### config.mk
export PLATFORM = sky130hd
export DESIGN_NAME = pwm_bank
export DESIGN_NICKNAME = d
export VERILOG_FILES = /design/src/rtl/pwm_bank_pkg.sv /design/src/rtl/pwm_regs.sv /design/src/rtl/pwm_chan.sv /design/src/rtl/pwm_bank.sv
export SDC_FILE = /design/constraint.sdc
export NUM_CORES = 2
export LEC_CHECK = 0
export BUFFER_PORTS_ARGS = -buffer_cell sky130_fd_sc_hd__clkbuf_2
export CORE_MARGIN = 2
export CORE_UTILIZATION = 59
export CTS_CLUSTER_DIAMETER = 200
export DETAILED_ROUTE_END_ITERATION = 16
export PLACE_DENSITY = 0.73
export SETUP_SLACK_MARGIN = 0.5
export SLEW_MARGIN = 20
export SYNTH_ARGS = -nofsm -noshare
export SYNTH_HDL_FRONTEND = slang
export SYNTH_SLANG_ARGS = --single-unit
### constraint.sdc
create_clock -name clk -period 6.76 [get_ports clk]
set_input_delay 0.676 -clock clk [delete_from_list [all_inputs] [get_ports clk]]
set_output_delay 0.676 -clock clk [all_outputs]
set_load 0.01 [all_outputs]
### src/rtl/pwm_bank_pkg.sv
package pwm_bank_pkg;

    localparam int CNT_W = 18;
    localparam int PRE_W = 8;
    localparam int HI_W  = CNT_W - 16;
    localparam int OFF_W = 7;

    localparam logic [OFF_W-1:0] OFF_CMP_LO = 7'h08;
    localparam logic [OFF_W-1:0] OFF_CMP_HI = 7'h0C;
    localparam logic [OFF_W-1:0] OFF_PER_LO = 7'h10;
    localparam logic [OFF_W-1:0] OFF_PER_HI = 7'h14;
    localparam logic [OFF_W-1:0] OFF_DIV    = 7'h18;
    localparam logic [OFF_W-1:0] OFF_CTL    = 7'h1C;
    localparam int               POL_BIT    = 4;
    localparam int               STOP_ADDR  = 'h1FC;

    typedef enum logic [0:0] {
        CH_HELD = 1'b0,
        CH_RUN  = 1'b1
    } ch_state_e;

    typedef struct packed {
        logic [CNT_W-1:0] period;
        logic [CNT_W-1:0] cmp;
        logic [PRE_W-1:0] div;
    } ch_cfg_t;

endpackage

### src/rtl/pwm_regs.sv
module pwm_regs
    import pwm_bank_pkg::*;
#(
    parameter int NUM_CH = 8,
    parameter int ADDR_W = 10
) (
    input  logic              clk,
    input  logic              rst_n,
    input  logic              wr_en,
    input  logic [ADDR_W-1:0] addr,
    input  logic [15:0]       wdata,
    output logic [15:0]       rdata,
    output ch_cfg_t           cfg_o [NUM_CH],
    output logic [NUM_CH-1:0] pol_o,
    output logic [NUM_CH-1:0] stop_o
);

    localparam int SEL_W = ADDR_W - OFF_W;

    logic [SEL_W-1:0] ch_sel;
    logic [OFF_W-1:0] off;
    logic             stop_hit;

    logic [15:0]      cmp_lo [NUM_CH];
    logic [HI_W-1:0]  cmp_hi [NUM_CH];
    logic [15:0]      per_lo [NUM_CH];
    logic [HI_W-1:0]  per_hi [NUM_CH];
    logic [PRE_W-1:0] div_q  [NUM_CH];

    assign ch_sel   = addr[ADDR_W-1:OFF_W];
    assign off      = addr[OFF_W-1:0];
    assign stop_hit = (addr == ADDR_W'(STOP_ADDR));

    always_ff @(posedge clk) begin
        if (!rst_n) begin
            stop_o <= '1;
        end else if (wr_en && stop_hit) begin
            stop_o <= wdata[NUM_CH-1:0];
        end
    end

    for (genvar i = 0; i < NUM_CH; i++) begin : g_shadow
        logic ch_wr;
        assign ch_wr = wr_en && !stop_hit && (ch_sel == SEL_W'(i));

        always_ff @(posedge clk) begin
            if (!rst_n) begin
                cmp_lo[i] <= '0;
                cmp_hi[i] <= '0;
                per_lo[i] <= '0;
                per_hi[i] <= '0;
                div_q[i]  <= '0;
                pol_o[i]  <= 1'b0;
            end else if (ch_wr) begin
                case (off)
                    OFF_CMP_LO: cmp_lo[i] <= wdata;
                    OFF_CMP_HI: cmp_hi[i] <= wdata[HI_W-1:0];
                    OFF_PER_LO: per_lo[i] <= wdata;
                    OFF_PER_HI: per_hi[i] <= wdata[HI_W-1:0];
                    OFF_DIV:    div_q[i]  <= wdata[PRE_W-1:0];
                    OFF_CTL:    pol_o[i]  <= wdata[POL_BIT];
                    default: ;
                endcase
            end
        end

        assign cfg_o[i].period = {per_hi[i], per_lo[i]};
        assign cfg_o[i].cmp    = {cmp_hi[i], cmp_lo[i]};
        assign cfg_o[i].div    = div_q[i];
    end

    always_comb begin
        rdata = '0;
        if (stop_hit) begin
            rdata = 16'(stop_o);
        end else begin
            for (int i = 0; i < NUM_CH; i++) begin
                if (ch_sel == SEL_W'(i)) begin
                    case (off)
                        OFF_CMP_LO: rdata = cmp_lo[i];
                        OFF_CMP_HI: rdata = 16'(cmp_hi[i]);
                        OFF_PER_LO: rdata = per_lo[i];
                        OFF_PER_HI: rdata = 16'(per_hi[i]);
                        OFF_DIV:    rdata = 16'(div_q[i]);
                        OFF_CTL:    rdata = 16'(pol_o[i]) << POL_BIT;
                        default:    rdata = '0;
                    endcase
                end
            end
        end
    end

endmodule

### src/rtl/pwm_chan.sv
module pwm_chan
    import pwm_bank_pkg::*;
(
    input  logic    clk,
    input  logic    rst_n,
    input  logic    stop_i,
    input  logic    pol_i,
    input  ch_cfg_t cfg_i,
    output logic    pwm_o,
    output logic    idle_o
);

    ch_state_e        state_q, state_d;
    ch_cfg_t          act_q;
    logic [CNT_W-1:0] cnt_q;
    logic [PRE_W-1:0] pre_q;
    logic             step;
    logic             wrap;

    always_ff @(posedge clk) begin
        if (!rst_n) state_q <= CH_HELD;
        else        state_q <= state_d;
    end

    always_comb begin
        state_d = state_q;
        unique case (state_q)
            CH_HELD: if (!stop_i) state_d = CH_RUN;
            CH_RUN:  if (stop_i)  state_d = CH_HELD;
            default: state_d = CH_HELD;
        endcase
    end

    assign step = (pre_q == act_q.div);
    assign wrap = step && (({1'b0, cnt_q} + 1'b1) >= {1'b0, act_q.period});

    always_ff @(posedge clk) begin
        if (!rst_n) begin
            cnt_q <= '0;
            pre_q <= '0;
            act_q <= '0;
        end else if (stop_i || state_q == CH_HELD) begin
            cnt_q <= '0;
            pre_q <= '0;
            act_q <= cfg_i;
        end else begin
            pre_q <= step ? '0 : pre_q + 1'b1;
            if (wrap) begin
                cnt_q <= '0;
                act_q <= cfg_i;
            end else if (step) begin
                cnt_q <= cnt_q + 1'b1;
            end
        end
    end

    always_comb begin
        pwm_o  = ((state_q == CH_RUN) && (cnt_q < act_q.cmp)) ^ pol_i;
        idle_o = (cnt_q == '0) && (pre_q == '0);
    end

endmodule

### src/rtl/pwm_bank.sv
module pwm_bank
    import pwm_bank_pkg::*;
#(
    parameter int NUM_CH = 8,
    parameter int ADDR_W = 10
) (
    input  logic              clk,
    input  logic              rst_n,
    input  logic              wr_en,
    input  logic [ADDR_W-1:0] addr,
    input  logic [15:0]       wdata,
    output logic [15:0]       rdata,
    output logic [NUM_CH-1:0] pwm_o
);

    ch_cfg_t           cfg [NUM_CH];
    logic [NUM_CH-1:0] pol_vec;
    logic [NUM_CH-1:0] stop_vec;
    logic [NUM_CH-1:0] idle_vec;

    pwm_regs #(.NUM_CH(NUM_CH), .ADDR_W(ADDR_W)) u_regs (
        .clk    (clk),
        .rst_n  (rst_n),
        .wr_en  (wr_en),
        .addr   (addr),
        .wdata  (wdata),
        .rdata  (rdata),
        .cfg_o  (cfg),
        .pol_o  (pol_vec),
        .stop_o (stop_vec)
    );

    for (genvar i = 0; i < NUM_CH; i++) begin : g_ch
        pwm_chan u_chan (
            .clk    (clk),
            .rst_n  (rst_n),
            .stop_i (stop_vec[i]),
            .pol_i  (pol_vec[i]),
            .cfg_i  (cfg[i]),
            .pwm_o  (pwm_o[i]),
            .idle_o (idle_vec[i])
        );
    end

endmodule

* After elaboration in Yosys (flattened, before gate mapping)
Memory sizes are Yosys's and may differ from the RTL's.
Index checks and enable logic that the tools add are counted.
Widths: inputs -> output; s select.
** Cells by class
- Muxes and demuxes :: 207
- Add/subtract/negate cells :: 24
- Bitwise operators :: 57
- Reduce and logical (&&, ||, !) cells :: 68
- Eq/ne operators :: 22
- $lt $le $gt $ge :: 16
** Operators by type and width (count)
- $pmux 16 s6 :: 8
- $mux 44 :: 16
- $mux 16 :: 25
- $add 18x1->19 const B :: 8
- $ge 19x18->1 :: 8
- $add 18x1->18 const B :: 8
- $lt 18x18->1 :: 8
- $mux 1 :: 134
- $add 8x1->8 const B :: 8
- $eq 8x8->1 :: 8
- $mux 8 :: 8
- $reduce_or 3->1 :: 16
- $or 1x1->1 :: 40
- $mux 2 :: 16
- $eq 7x5->1 const B :: 4
- $logic_and 1x1->1 :: 26
- $reduce_and 2->1 :: 8
- $reduce_bool 2->1 :: 8
- $eq 7x4->1 const B :: 2
- $eq 3x3->1 const B :: 4
- $eq 10x9->1 const B :: 1
- $not 1->1 :: 9
- $logic_or 1x1->1 :: 8
- $xor 1x1->1 :: 8
- other kinds (4) :: 5
** Storage, ports and cells
- Memories kept :: 5
- Output and inout port bits :: 24
- Word-level logic and storage cells :: 456
- Memory bits (writable) :: 352
- Register bits :: 584
- Bits of input ports :: 29
** Memories
- u_regs.cmp_lo :: words 8, bits a word 16, rd ports 8, clocked after Yosys merged registers in 0, write ports 8, line pwm_regs.sv:24 : logic [15:0] cmp_lo [NUM_CH];
- u_regs.per_lo :: words 8, bits a word 16, rd ports 8, clocked after Yosys merged registers in 0, write ports 8, line pwm_regs.sv:26 : logic [15:0] per_lo [NUM_CH];
- u_regs.div_q :: words 8, bits a word 8, rd ports 8, clocked after Yosys merged registers in 0, write ports 8, line pwm_regs.sv:28 : logic [PRE_W-1:0] div_q [NUM_CH];
- u_regs.cmp_hi :: words 8, bits a word 2, rd ports 8, clocked after Yosys merged registers in 0, write ports 8, line pwm_regs.sv:25 : logic [HI_W-1:0] cmp_hi [NUM_CH];
- u_regs.per_hi :: words 8, bits a word 2, rd ports 8, clocked after Yosys merged registers in 0, write ports 8, line pwm_regs.sv:27 : logic [HI_W-1:0] per_hi [NUM_CH];

* Depth between registers and ports, before layout
- Depth in word-level cells :: 11
- Depth in mapped cells :: 18
- Depth with buffers taken out :: 16

* Hierarchy
A second synthesis with hierarchy kept.
** Unflattened totals
- Cells, all modules :: 6491
- Area, all modules :: 59534.6 um2
** By module, submodules not included
- pwm_chan (g_ch[1].u_chan ...) :: area an instance 5850.6 um2, cells each 697, seq. area each 1421.4 um2, times used 5
- pwm_regs :: area an instance 17247.8 um2, cells each 1410, seq. area each 10890.4 um2, times used 1
- pwm_chan (g_ch[0].u_chan) :: area an instance 4433.0 um2, cells each 532, seq. area each 1421.4 um2, times used 1
- pwm_chan (g_ch[7].u_chan) :: area an instance 4413.0 um2, cells each 531, seq. area each 1421.4 um2, times used 1
- pwm_chan (g_ch[6].u_chan) :: area an instance 4187.8 um2, cells each 533, seq. area each 1421.4 um2, times used 1

* Worst setup path after synthesis
Ideal clock, no wire load.
- Kind :: reg2reg
- From :: reg g_ch[1].u_chan.cnt_q[0]
- To :: reg g_ch[1].u_chan.act_q[26] (netlist bit)
- Setup time :: 0.130 ns
- Arrival :: 3.570 ns
- Slack :: 3.059 ns
- Data required time :: 6.630 ns
- Buffers on the path :: 2
- Stages on the path, launching flop included :: 18
- Period minus slack after synthesis :: 3.701 ns
- Path through :: dfxtp_1 ha_1 nand3_1 nor2_1 nand3_1 nor2_1 and3_1 xor2_1 ha_1 a21o_1 a21oi_1 o21ai_0 a21oi_1 o31ai_1 a31oi_1 clkbuf_1 clkbuf_1 o21ai_0
** Between the ends
- Cells in the longest elaborated chain, start to end :: 4
** RTL lines
- from (decl) :: line pwm_chan.sv:15 : logic [CNT_W-1:0] cnt_q;
- from (signal assigned) :: line pwm_chan.sv:52 : cnt_q <= cnt_q + 1'b1;
- $add 18x1->19 :: line pwm_chan.sv:35 : assign wrap = step && (({1'b0, cnt_q} + 1'b1) >= {1'b0, act_q.period});
- $ge 19x18->1 :: line pwm_chan.sv:35
- $logic_and 1x1->1 :: line pwm_chan.sv:35
- $reduce_bool 2->1 (no line)
- to (signal assigned) :: line pwm_chan.sv:45 : act_q <= cfg_i;
- to (signal assigned) :: line pwm_chan.sv:50 : act_q <= cfg_i;
- to (decl) :: line pwm_chan.sv:14 : ch_cfg_t act_q;
No other way between the ends.
A chain may end at the register's enable or synchronous reset.

* Worst setup path after layout
- From :: reg g_ch[1].u_chan.cnt_q[0]
- To :: reg g_ch[1].u_chan.cnt_q[1]
** Between the ends
- Cells in the longest elaborated chain, start to end :: 4
- Elaborated cells on any way between the ends :: 5
- Those cells by class :: add/sub (2); order compare (1); reduce/logical (2)
** RTL lines (line)
- $add 18x1->19 :: pwm_chan.sv:35
- $ge 19x18->1 :: pwm_chan.sv:35
- $logic_and 1x1->1 :: pwm_chan.sv:35
- $reduce_or 3->1 (no line)
Parallel ways exist; a longest one is shown, timed or not.

==> results.sh <==
export IMPL_status="finished clean"
export IMPL_top_usage_layer="met2"
export IMPL_gp_congestion=0.999
export IMPL_route_vias_total=37300
export IMPL_fill_cell_total_of_the_finished_layout=6651
export IMPL_die_w_um=289
export IMPL_avgViaCountPerCell=6.03
export IMPL_maxSlewViolCount=0
export IMPL_timing_critical_path_to="g_ch[1].u_chan.cnt_q[1]"
export IMPL_use_met1=0.445
export IMPL_floorplan_initialDensity=0.594
export IMPL_grt_start_max_net_pins=130
export IMPL_synth_top_area_frac=0.245
export IMPL_critical_path_reg2reg_startpoint="g_ch[1].u_chan.cnt_q[0]"
export IMPL_drtIter0Drc=4485
export IMPL_rr_worst_depth=16
export IMPL_cp_required_ns=7.32
export IMPL_fin_worst_skew_ns=0.0306
export IMPL_cts_hold_buffers=0
export IMPL_dominantRegCellSynth="dfxtp_1"
export IMPL_postCtsSetupRepairBufs=0
export IMPL_cts_repair_resize_count=0
export IMPL_syn_nets=5464
export IMPL_via_count_of_the_first_global_routing_pass=34500
export IMPL_power_density_cell_area_mw_per_mm2=242
export IMPL_finalCriticalPeriod_ns=4.91
export IMPL_multi_input_comb_area_mm2=0.0233
export IMPL_finalSetupViolCount=0
export IMPL_synth_area_top_cells="dfxtp_1 (24%), edfxtp_1 (22%), ha_1 (7.7%)"
export IMPL_die_area_mm2=0.0833
export IMPL_distinct_cells_synth=65
export IMPL_clkLatencyLatePin_ns=0.68
export IMPL_grt_first_pass_wirelength_mm=207
export IMPL_unrepaired_setup_endpoints_after_global_routing="false"
export IMPL_synth_warning_count=0
export IMPL_placement_setup_worst_slack_ns=2.06
export IMPL_totalNegativeSetupSlack_ns=0
export IMPL_std_cell_rows=104
export IMPL_critical_path_startpoint="g_ch[1].u_chan.cnt_q[0]"
export IMPL_grt_antenna_before_repair=14
export IMPL_post_detailed_placement_half_perimeter_wirelength_mm=96.1
export IMPL_fmaxAchievable_mhz=204
export IMPL_slew_headroom=0.201
export IMPL_syn_avg_cell_area_um2=9.30
export IMPL_async_reset_ff_frac=0
export IMPL_grt_use_met2=0.497
export IMPL_synth_seq_cells=936
export IMPL_clock_tree_buffer_depth=3
export IMPL_cts_htree_levels=3
export IMPL_r2r_end="g_ch[1].u_chan.cnt_q[1]"
export IMPL_die_span_in_y_um=289
export IMPL_num_io_pins=53
export IMPL_worstMarginPinSlew_ns=1.19
export IMPL_post_route_drc_count=0
export IMPL_worst_r2r_setup_slack_ns=1.85
export IMPL_met3_usage=0.0698
export IMPL_routed_wire_length_per_instance_um=22.1
export IMPL_critPathCaptureType="flop"
export IMPL_post_route_cells_drive_above_1_share=0.0597
export IMPL_synth_largest_area_cell="dfxtp_1"
export IMPL_clk_transition_reported_paths_ns=0.06
export IMPL_area_sequential_mm2=0.0223
export IMPL_synth_sequential_area_ratio=0.466
export IMPL_worst_slack_ns=1.85
export IMPL_maxCapViolCount=0
export IMPL_finish_net_count=5362
export IMPL_gr_usage_all_layers=0.324
export IMPL_antenna_violating_nets_post_route=0
export IMPL_hp_class="reg2reg"
export IMPL_cp_arrival_ns=5.47
export IMPL_cts_tree="done"
export IMPL_synth_edf_count=352
export IMPL_power_leakage_nw=20.5
export IMPL_timing_final_crit_share=0.726
export IMPL_ir_worst_vdd_v=0.000225
export IMPL_globalRoute_totalOverflow=0
export IMPL_clockRootBuffer="clkbuf_16"
export IMPL_cts_buffers_inserted=101
export IMPL_route_final_wire_length_mm=137
export IMPL_numClockSinks=936
export IMPL_syn_cell_area_mm2=0.0478
export IMPL_worstPathMaxFanout=47
export IMPL_timing_hold_violations_final=0
export IMPL_start_kind="flop"
export IMPL_syn_instance_count=5139
export IMPL_area_growth_synth_to_final_pct=8.84
export IMPL_drtPass1Iterations=8
export IMPL_coreArea_mm2=0.0804
export IMPL_timing_worst_setup_path_type="reg2reg"
export IMPL_buffer_ports_inserted=52
[area by class of cell]
cell class / instances / area share
Antenna cell: 6 / 0.000289
Clock buffer: 139 / 0.0550
Clock inverter: 49 / 0.0101
Inverter: 292 / 0.0211
Multi-Input combinational cell: 3604 / 0.447
Sequential cell: 936 / 0.428
Tap cell: 1060 / 0.0255
Timing Repair Buffer: 102 / 0.0129
[synth_stat cells, types with 14 or more instances]
| cell type | number |
|---|---|
| dfxtp_1 | 584 |
| nand2_1 | 491 |
| nand3_1 | 418 |
| nor2_1 | 407 |
| edfxtp_1 | 352 |
| and2_1 | 330 |
| o21ai_0 | 312 |
| ha_1 | 296 |
| inv_1 | 292 |
| clkbuf_1 | 214 |
| xor2_1 | 209 |
| xnor2_1 | 175 |
| a21oi_1 | 147 |
| mux2i_1 | 137 |
| o31ai_1 | 78 |
| and3_1 | 74 |
| nand4_1 | 72 |
| buf_2 | 52 |
| nor3_1 | 49 |
| a21o_1 | 40 |
| a22oi_1 | 40 |
| a221oi_1 | 39 |
| nand2b_1 | 36 |
| buf_1 | 27 |
| a31oi_1 | 24 |
| nor2b_1 | 23 |
| o22ai_1 | 23 |
| mux2_2 | 20 |
| a211oi_1 | 17 |
| or3_1 | 15 |
| a2111oi_0 | 14 |
| o211ai_1 | 14 |
[metal layers]
layer,up-vias,share of wire
met5,-,0.0011
met4,8,0.043
met3,341,0.10
met2,1652,0.44
met1,17700,0.41
li1,17700,-
[worst max-delay path: stages (launching register included)]
cell	delay, ns
dfxtp_1	0.42
ha_1	0.23
nand3_1	0.15
nor2_1	0.29
nand3_1	0.18
nor2_1	0.26
and3_1	0.28
xor2_1	0.18
ha_1	0.27
a21o_1	0.19
a21oi_1	0.18
o21ai_0	0.11
a21oi_1	0.18
o31ai_1	0.13
a31oi_4	0.85
nand2_1	0.62
a21oi_1	0.28
[state kept, by name (all words and copies together), names as in the netlist, 16 cells and up]
signal	count
u_regs.per_lo	128
u_regs.per_hi	16
u_regs.cmp_lo	128
u_regs.div_q	64
g_ch.u_chan.act_q	352
u_regs.cmp_hi	16
g_ch.u_chan.pre_q	64
g_ch.u_chan.cnt_q	144
[worst min-delay path by stage]
stage | from | end | slack [ns] | depth (start not counted)
finish | g_ch[5].u_chan.act_q[25] | g_ch[5].u_chan.act_q[25] | 0.46 | 2
detailed placement | g_ch[5].u_chan.act_q[42] | g_ch[5].u_chan.act_q[42] | 0.45 | 2
global route | wr_en | u_regs.pol_o[2] | 0.47 | 3
CTS | wr_en | u_regs.pol_o[2] | 0.43 | 3
global placement | g_ch[5].u_chan.act_q[16] | g_ch[5].u_chan.act_q[16] | 0.45 | 2
floorplan | u_regs.stop_o[4] | g_ch[4].u_chan.state_q | 0.42 | 1
[where the power goes]
part | internal [W] | total [W] | switching, W
sequential | 0.00607 | 0.00625 | 0.000183
clock | 0.00331 | 0.00564 | 0.00233
combinational | 0.000214 | 0.000712 | 0.000499
[cell usage in the layout, fill, tap and decap left out, drive strengths merged, types with 25 or more instances in the layout]
cell type	count
o21ai	318
nand2	491
and3	74
clkinv	25
edfxtp	352
xnor2	175
buf	52
ha	296
and2	330
a221oi	39
nor3	52
a22oi	40
nor2	407
a21oi	148
nand2b	36
dfxtp	584
nand3	418
a21o	40
xor2	209
nand4	72
inv	297
o31ai	78
mux2i	137
clkbuf	189
[cell families after synthesis]
kind of cell    synth area share
fa+ha+maj                 0.0775
buf+inv                   0.0495
flops                      0.466
compound gates             0.104
xor+xnor                  0.0704
mux                       0.0334
simple gates               0.199
[per-stage QoR]
stage	hold WS, ns	util	power (W)	area (um2)	cells
after floorplan	0.418	-	0.00672	47800	5139
after global placement	0.445	0.605	0.00704	48600	5994
after detailed placement	0.452	0.605	0.00706	48600	5994
after CTS	0.433	0.647	0.0126	52000	6182
after global routing	0.471	0.647	0.0129	52000	6184
final	0.458	0.647	0.0126	52000	6188
(Power assumes the default switching activity.)
